`config.mk`:
```
export PLATFORM = sky130hd
export DESIGN_NAME = pcs_top
export DESIGN_NICKNAME = d
export VERILOG_FILES = /design/src/rtl/pcs_pkg.sv /design/src/rtl/pcs_arbiter.sv /design/src/rtl/pcs_next_pc.sv /design/src/rtl/pcs_lifo.sv /design/src/rtl/pcs_top.sv
export SDC_FILE = /design/constraint.sdc
export NUM_CORES = 1
export LEC_CHECK = 0
export ABC_AREA = 1
export BUFFER_PORTS_ARGS = -buffer_cell sky130_fd_sc_hd__buf_2
export CAP_MARGIN = 5
export CORE_UTILIZATION = 50
export CTS_CLUSTER_SIZE = 28
export DETAILED_ROUTE_END_ITERATION = 7
export PLACE_DENSITY = 0.68
export SYNTH_ARGS = -nofsm -noshare
export SYNTH_HDL_FRONTEND = slang
export SYNTH_SLANG_ARGS = --single-unit
export TNS_END_PERCENT = 50
```
`constraint.sdc`:
```
create_clock -name clk -period 6.2 [get_ports clk]
set_clock_uncertainty 0.05 [all_clocks]
set_input_delay 0.62 -clock clk [delete_from_list [all_inputs] [get_ports clk]]
set_output_delay 0.62 -clock clk [all_outputs]
set_load 0.1 [all_outputs]
```
`src/rtl/pcs_pkg.sv`:
```
package pcs_pkg;
   typedef enum logic [3:0] {
      OP_HOLD, OP_STEP, OP_SKIP, OP_LADD, OP_LWR,
      OP_JUMP, OP_RET, OP_CALL, OP_IRQ
   } pc_op_e;
endpackage

```
`src/rtl/pcs_arbiter.sv`:
```
module pcs_arbiter
   import pcs_pkg::*;
(
   input  logic    step_i,
   input  logic    skip_i,
   input  logic    jump_i,
   input  logic    call_i,
   input  logic    ret_i,
   input  logic    irq_i,
   input  logic    low_wr_i,
   input  logic    low_add_i,
   output pc_op_e  op_o
);
   // fixed priority chain
   always_comb begin
      if (irq_i)          op_o = OP_IRQ;
      else if (call_i)    op_o = OP_CALL;
      else if (ret_i)     op_o = OP_RET;
      else if (jump_i)    op_o = OP_JUMP;
      else if (low_wr_i)  op_o = OP_LWR;
      else if (low_add_i) op_o = OP_LADD;
      else if (skip_i)    op_o = OP_SKIP;
      else if (step_i)    op_o = OP_STEP;
      else                op_o = OP_HOLD;
   end
endmodule

```
`src/rtl/pcs_next_pc.sv`:
```
module pcs_next_pc
   import pcs_pkg::*;
#(
   parameter int PC_W    = 11,
   parameter int LOW_W   = 8,
   parameter int INT_VEC = 8
) (
   input  pc_op_e            op_i,
   input  logic [PC_W-1:0]   pc_i,
   input  logic [PC_W-1:0]   target_i,
   input  logic [LOW_W-1:0]  low_val_i,
   input  logic [PC_W-1:0]   pop_data_i,
   input  logic              pop_ok_i,
   output logic [PC_W-1:0]   pc_next_o,
   output logic [PC_W-1:0]   push_data_o
);
   localparam int HI_W = PC_W - LOW_W;

   logic [HI_W-1:0]  hi_part;
   logic [LOW_W-1:0] lo_part;
   logic [LOW_W-1:0] lo_sum;

   assign hi_part = pc_i[PC_W-1:LOW_W];
   assign lo_part = pc_i[LOW_W-1:0];
   assign lo_sum  = lo_part + low_val_i;   // carry out dropped

   always_comb begin
      unique case (op_i)
         OP_STEP: pc_next_o = pc_i + PC_W'(1);
         OP_SKIP: pc_next_o = pc_i + PC_W'(2);
         OP_JUMP,
         OP_CALL: pc_next_o = target_i;
         OP_RET:  pc_next_o = pop_ok_i ? pop_data_i : pc_i;
         OP_IRQ:  pc_next_o = PC_W'(INT_VEC);
         OP_LWR:  pc_next_o = {hi_part, low_val_i};
         OP_LADD: pc_next_o = {hi_part, lo_sum};
         default: pc_next_o = pc_i;
      endcase
   end

   assign push_data_o = (op_i == OP_IRQ) ? pc_i : pc_i + PC_W'(1);
endmodule

```
`src/rtl/pcs_lifo.sv`:
```
module pcs_lifo #(
   parameter int DEPTH = 8,
   parameter int AW    = 11
) (
   input  logic                        clk,
   input  logic                        rst,
   input  logic                        push_i,
   input  logic                        pop_i,
   input  logic [AW-1:0]               push_data_i,
   output logic [AW-1:0]               top_o,
   output logic                        empty_o,
   output logic [$clog2(DEPTH)-1:0]    sp_o,
   output logic                        ovf_o,
   output logic                        unf_o
);
   localparam int SP_W = $clog2(DEPTH);
   localparam int LW   = $clog2(DEPTH + 1);

   generate
      if (DEPTH < 2 || (1 << SP_W) != DEPTH) begin : g_bad_depth
         $error("pcs_lifo: DEPTH must be a power of two >= 2");
      end
   endgenerate

   logic [LW-1:0]   lvl_q;
   logic [LW-1:0]   lvl_m1;
   logic [SP_W-1:0] sp_q;
   logic            full;
   logic            do_push;
   logic            do_pop;
   logic [AW-1:0]   slot_w [DEPTH];

   assign full    = (lvl_q == LW'(DEPTH));
   assign empty_o = (lvl_q == '0);
   assign do_push = push_i && !full;
   assign do_pop  = pop_i && !empty_o;
   assign lvl_m1  = lvl_q - LW'(1);

   genvar gi;
   generate
      for (gi = 0; gi < DEPTH; gi++) begin : g_slot
         logic [AW-1:0] q;
         always_ff @(posedge clk) begin
            if (do_push && lvl_q == LW'(gi)) q <= push_data_i;
         end
         assign slot_w[gi] = q;
      end
   endgenerate

   assign top_o = slot_w[lvl_m1[SP_W-1:0]];

   always_ff @(posedge clk) begin
      if (rst) begin
         lvl_q <= '0;
         sp_q  <= '1;
         ovf_o <= 1'b0;
         unf_o <= 1'b0;
      end else begin
         if (push_i) begin
            if (full) ovf_o <= 1'b1;
            else begin
               lvl_q <= lvl_q + LW'(1);
               if (sp_q != '0) sp_q <= sp_q - SP_W'(1);
            end
         end else if (pop_i) begin
            if (empty_o) unf_o <= 1'b1;
            else begin
               lvl_q <= lvl_m1;
               if (!full) sp_q <= sp_q + SP_W'(1);
            end
         end
      end
   end

   assign sp_o = sp_q;

   assert_push_dec_R5: assert property (@(posedge clk) disable iff (rst)
      (push_i && sp_o != '0) |=> (sp_o == $past(sp_o) - SP_W'(1)));
   assert_no_overflow_R7: assert property (@(posedge clk) disable iff (rst)
      (push_i && full) |=> (ovf_o && $stable(sp_o)));
   assert_empty_pop_R8: assert property (@(posedge clk) disable iff (rst)
      (pop_i && !push_i && empty_o) |=> (unf_o && sp_o == '1));
endmodule

```
`src/rtl/pcs_top.sv`:
```
module pcs_top
   import pcs_pkg::*;
#(
   parameter int PC_W    = 11,
   parameter int LOW_W   = 8,
   parameter int DEPTH   = 8,
   parameter int INT_VEC = 8,
   parameter int RST_VEC = 0
) (
   input  logic                      clk,
   input  logic                      rst,
   input  logic                      step_i,
   input  logic                      skip_i,
   input  logic                      jump_i,
   input  logic                      call_i,
   input  logic                      ret_i,
   input  logic                      irq_i,
   input  logic                      low_wr_i,
   input  logic                      low_add_i,
   input  logic [PC_W-1:0]           target_i,
   input  logic [LOW_W-1:0]          low_val_i,
   output logic [PC_W-1:0]           pc_o,
   output logic [$clog2(DEPTH)-1:0]  sp_o,
   output logic                      overflow_o,
   output logic                      underflow_o
);
   localparam int HI_W = PC_W - LOW_W;

   generate
      if (HI_W < 1) begin : g_bad_width
         $error("pcs_top: PC_W must exceed LOW_W");
      end
      if (INT_VEC >= (1 << PC_W) || RST_VEC >= (1 << PC_W)) begin : g_bad_vec
         $error("pcs_top: vector outside PC range");
      end
   endgenerate

   pc_op_e          op;
   logic [PC_W-1:0] pc_q;
   logic [PC_W-1:0] pc_next;
   logic [PC_W-1:0] push_data;
   logic [PC_W-1:0] top_data;
   logic            stk_empty;
   logic            push;
   logic            pop;

   pcs_arbiter u_arb (
      .step_i(step_i), .skip_i(skip_i), .jump_i(jump_i), .call_i(call_i),
      .ret_i(ret_i), .irq_i(irq_i), .low_wr_i(low_wr_i), .low_add_i(low_add_i),
      .op_o(op)
   );

   assign push = (op == OP_CALL) || (op == OP_IRQ);
   assign pop  = (op == OP_RET);

   pcs_next_pc #(.PC_W(PC_W), .LOW_W(LOW_W), .INT_VEC(INT_VEC)) u_npc (
      .op_i(op), .pc_i(pc_q), .target_i(target_i), .low_val_i(low_val_i),
      .pop_data_i(top_data), .pop_ok_i(!stk_empty),
      .pc_next_o(pc_next), .push_data_o(push_data)
   );

   pcs_lifo #(.DEPTH(DEPTH), .AW(PC_W)) u_lifo (
      .clk(clk), .rst(rst), .push_i(push), .pop_i(pop),
      .push_data_i(push_data), .top_o(top_data), .empty_o(stk_empty),
      .sp_o(sp_o), .ovf_o(overflow_o), .unf_o(underflow_o)
   );

   always_ff @(posedge clk) begin
      if (rst) pc_q <= PC_W'(RST_VEC);
      else     pc_q <= pc_next;
   end

   assign pc_o = pc_q;

   assert_irq_vector_R4: assert property (@(posedge clk) disable iff (rst)
      irq_i |=> (pc_o == PC_W'(INT_VEC)));
   assert_call_wins_R9: assert property (@(posedge clk) disable iff (rst)
      (call_i && ret_i && !irq_i) |=> (pc_o == $past(target_i)));
   assert_high_kept_R6: assert property (@(posedge clk) disable iff (rst)
      (op == OP_LADD) |=> (pc_o[PC_W-1:LOW_W] == $past(pc_o[PC_W-1:LOW_W])));
   assert_skip_two_R2: assert property (@(posedge clk) disable iff (rst)
      (op == OP_SKIP) |=> (pc_o == $past(pc_o) + PC_W'(2)));
endmodule

```
==> flow_metrics.py <==
metrics = {
    "sta": {
        "drv_slew": 0,
        "min_period_ns": 3.64,
        "timing.fmax_mhz": 274,
        "finalHoldViolations": 0,
        "setup_viol": 0,
        "setup_tns_ns": 0,
        "tightest_slew_ns": 1.07,
        "fin_crit_sh": 0.588,
        "rsz0062_at_grt": "no",
        "slew_headroom": 0.282,
    },
    "clocking": {
        "cts_made_buffers": 9,
        "clock-sinks": 108,
        "postCtsSetupBuffers": 0,
        "clk_pin_slew_worst_paths_ns": 0.07,
        "ctsResizeCount": 0,
        "htree_levels": 3,
        "cts.root.buffer_cell": "clkbuf_16",
        "cts_tree": "built",
        "cts_hold_buf": 0,
        "clock_latency_ns": 0.35,
        "cts.path.max_buffers": 2,
    },
    "grt": {
        "grt_start_max_net_pins": 50,
        "grt_usage": 0.244,
        "grt_pass1_vias": 4671,
        "grt-ovfl-total": 0,
        "grt_pass1_wl_mm": 23.4,
        "antenna_found_initial": 0,
    },
    "critical_path": {
        "cp_max_fo": 49,
        "worst-path-buf-inv": 3,
        "critical_path_class": "reg -> reg",
        "critPathTopFamily": "buffers and inverters",
        "critPathLaunchType": "flop",
        "max_stage_delay_ns": 0.99,
        "slowest_stage": "ha_1",
        "cp_data_required_time_ns": 6.44,
        "crit_arrival_ns": 3.88,
        "setup.worst_path.end_class": "flop",
        "crit_path_cell_trace": "buf_4, inv_2, ha_1, inv_2, nand3_1, a21oi_1, nor3_1, nor2_1, nand2_1, nand2_1, a21oi_1",
    },
    "placed_design": {
        "portBuffers": 44,
        "routabilityCongestion": 0.940,
        "dp_hpwl_mm": 9.98,
        "dp_cells": 855,
    },
    "pwr": {
        "powerDensity_nw_per_um2": 295,
        "leakage_nw": 2.79,
        "power_mw": 1.93,
        "ir_drop_v": 0.000154,
    },
    "synthesis": {
        "synth_common_cells": "nand2_1, edfxtp_1, nand3_1",
        "synthTopCellsByArea": "edfxtp_1, nand2_1, dfxtp_1",
        "synth_area_um2": 5910,
        "yosys_warnings": 0,
        "synth-compound-area-share": 0.0717,
        "yosysTopAreaCellShare": 0.447,
        "synthXorXnorAreaFrac": 0.0311,
        "netlist_instances": 684,
        "synth_edf_count": 88,
        "async_flop_share": 0,
        "synth_cell_types": 35,
        "synthMuxAreaShare": 0,
        "synthFlopType": "edfxtp_1",
        "ys_seq_area_frac": 0.514,
        "synth_largest_area_cell": "edfxtp_1",
        "yosysMostFrequentCell": "nand2_1",
        "ys_ff_latch": 108,
        "synthAdderAreaFrac": 0.0343,
        "syn-num-nets": 728,
        "syn_avg_cell_area_um2": 8.65,
        "synthSimpleGateAreaFrac": 0.283,
        "synth_top_family_by_area": "simple AND/OR/NAND/NOR gates",
    },
    "detailed_routing": {
        "wl_met3_um": 867,
        "routed_wl_mm": 14.2,
        "dr.max_layer_used": "met4",
        "met1Wirelength_mm": 6.16,
        "first_pass_iters": 7,
        "first_iter_violations": 384,
        "viasPerCell": 5.45,
        "vias": 4748,
        "drc": 0,
        "ant_nets": 0,
        "met2WireLength_mm": 6.84,
        "routedWlPerCell_um": 16.4,
    },
    "finish": {
        "areaGrowthSynthToFinish_pct": 10.7,
        "drive_above_1_share": 0.141,
        "fillers": 1021,
        "antennaDiodeCount": 0,
        "layout.nets": 767,
        "fin_cells": 871,
    },
    "floorplanning": {
        "rows": 39,
        "die_h_um": 111,
        "die_x_um": 111,
        "die_area_um2": 12300,
        "io_pins": 45,
        "core_area_um2": 11500,
        "start_util": 0.516,
    },
    "outcome": {
        "status": "completed",
    },
    "worst_hold_path": {
        "hold_path_class": "reg -> reg",
    },
    "flow_run": {
        "cap_violations": 0,
    },
}
[registers in the layout (all words and copies together), names as in the netlist]
signal / cells
u_lifo.ovf_o: 1
u_lifo.lvl_q: 4
u_lifo.unf_o: 1
pc_o: 11
u_lifo.g_slot.q: 88
u_lifo.sp_o: 3
[kinds of logic (layout without fill, tap and decap cells)]
| group | count (synthesis) | in the layout |
|---|---|---|
| buffers and inverters | 90 | 134 |
| adders and majority gates | 15 | 15 |
| and+or+nand+nor | 374 | 374 |
| DFF | 108 | 108 |
| AOI/OAI and AO/OA | 76 | 76 |
| xor gates and xnor gates | 21 | 21 |
[cells in the final DEF, fill, tap and decap left out, drive strengths merged]
cell type / synthesis / layout
dfxtp: 20 / 20
nand2: 223 / 223
fa: 2 / 2
ha: 13 / 13
nor3: 10 / 10
clkbuf: 9 / 11
nand4: 9 / 9
inv: 66 / 69
and2: 1 / 1
nand3: 81 / 81
nor4: 1 / 1
o211ai: 2 / 2
or2: 1 / 1
a32o: 3 / 3
nor2: 48 / 48
edfxtp: 88 / 88
buf: 15 / 52
clkinv: 0 / 2
a21oi: 36 / 36
xnor2: 4 / 4
o21ai: 30 / 30
o21a: 3 / 3
xor2: 17 / 17
a22oi: 2 / 2
[where the power goes]
part | total, mW | internal [mW] | switching (mW)
Clock | 0.562 | 0.300 | 0.261
Sequential | 0.879 | 0.848 | 0.0313
Combinational | 0.493 | 0.130 | 0.363
[routing by layer]
metal / GRT usage / up-vias
li1: - / 2359
met4: 0.107 / 0
met5: 0 / -
met2: 0.402 / 187
met3: 0.0279 / 25
met1: 0.327 / 2177
[worst reg2reg max path: stages (launching register included)]
cell	delay, ns
dfxtp_1	0.31
buf_4	0.43
inv_2	0.48
ha_1	0.99
inv_2	0.41
nand3_1	0.20
a21oi_1	0.08
nor3_1	0.33
nor2_1	0.08
nand2_1	0.07
nand2_1	0.05
a21oi_1	0.11
[through the flow]
stage / util / hold WS (ns) / worst slack [ns] / instance area, um2
6_report: 0.571 / 0.404 / 2.56 / 6550
2_1_floorplan: - / 0.408 / 3.46 / 5910
5_1_grt: 0.571 / 0.433 / 2.28 / 6550
4_1_cts: 0.571 / 0.404 / 2.60 / 6550
3_3_place_gp: 0.545 / 0.390 / 2.68 / 6250
3_5_place_dp: 0.545 / 0.393 / 2.62 / 6250
[path summary, 6_finish.rpt]
check | slack [ns] | depth (start not counted) | endpoint | start
setup reg to reg | 2.56 | 11 | pc_o[4]$_SDFFE_PP0P_ | u_lifo.lvl_q[0]$_SDFFE_PP0P_
hold reg to reg | 0.40 | 2 | u_lifo.unf_o$_SDFFE_PP0P_ | u_lifo.unf_o$_SDFFE_PP0P_
hold / removal | 0.40 | 2 | u_lifo.unf_o$_SDFFE_PP0P_ | u_lifo.unf_o$_SDFFE_PP0P_
setup / recovery | 2.56 | 11 | pc_o[4]$_SDFFE_PP0P_ | u_lifo.lvl_q[0]$_SDFFE_PP0P_
[cell type report]
class	count	area, um2	share of cell area
clock buffers	11	253	0.0386
clock inverters	5	42.5	0.00650
inverters	66	253	0.0386
multi-input cells	486	2500	0.381
flip-flops and latches	108	3040	0.465
well taps	143	179	0.0273
repair buffers	52	280	0.0428
No activity file was read; power rests on OpenSTA's default activity.
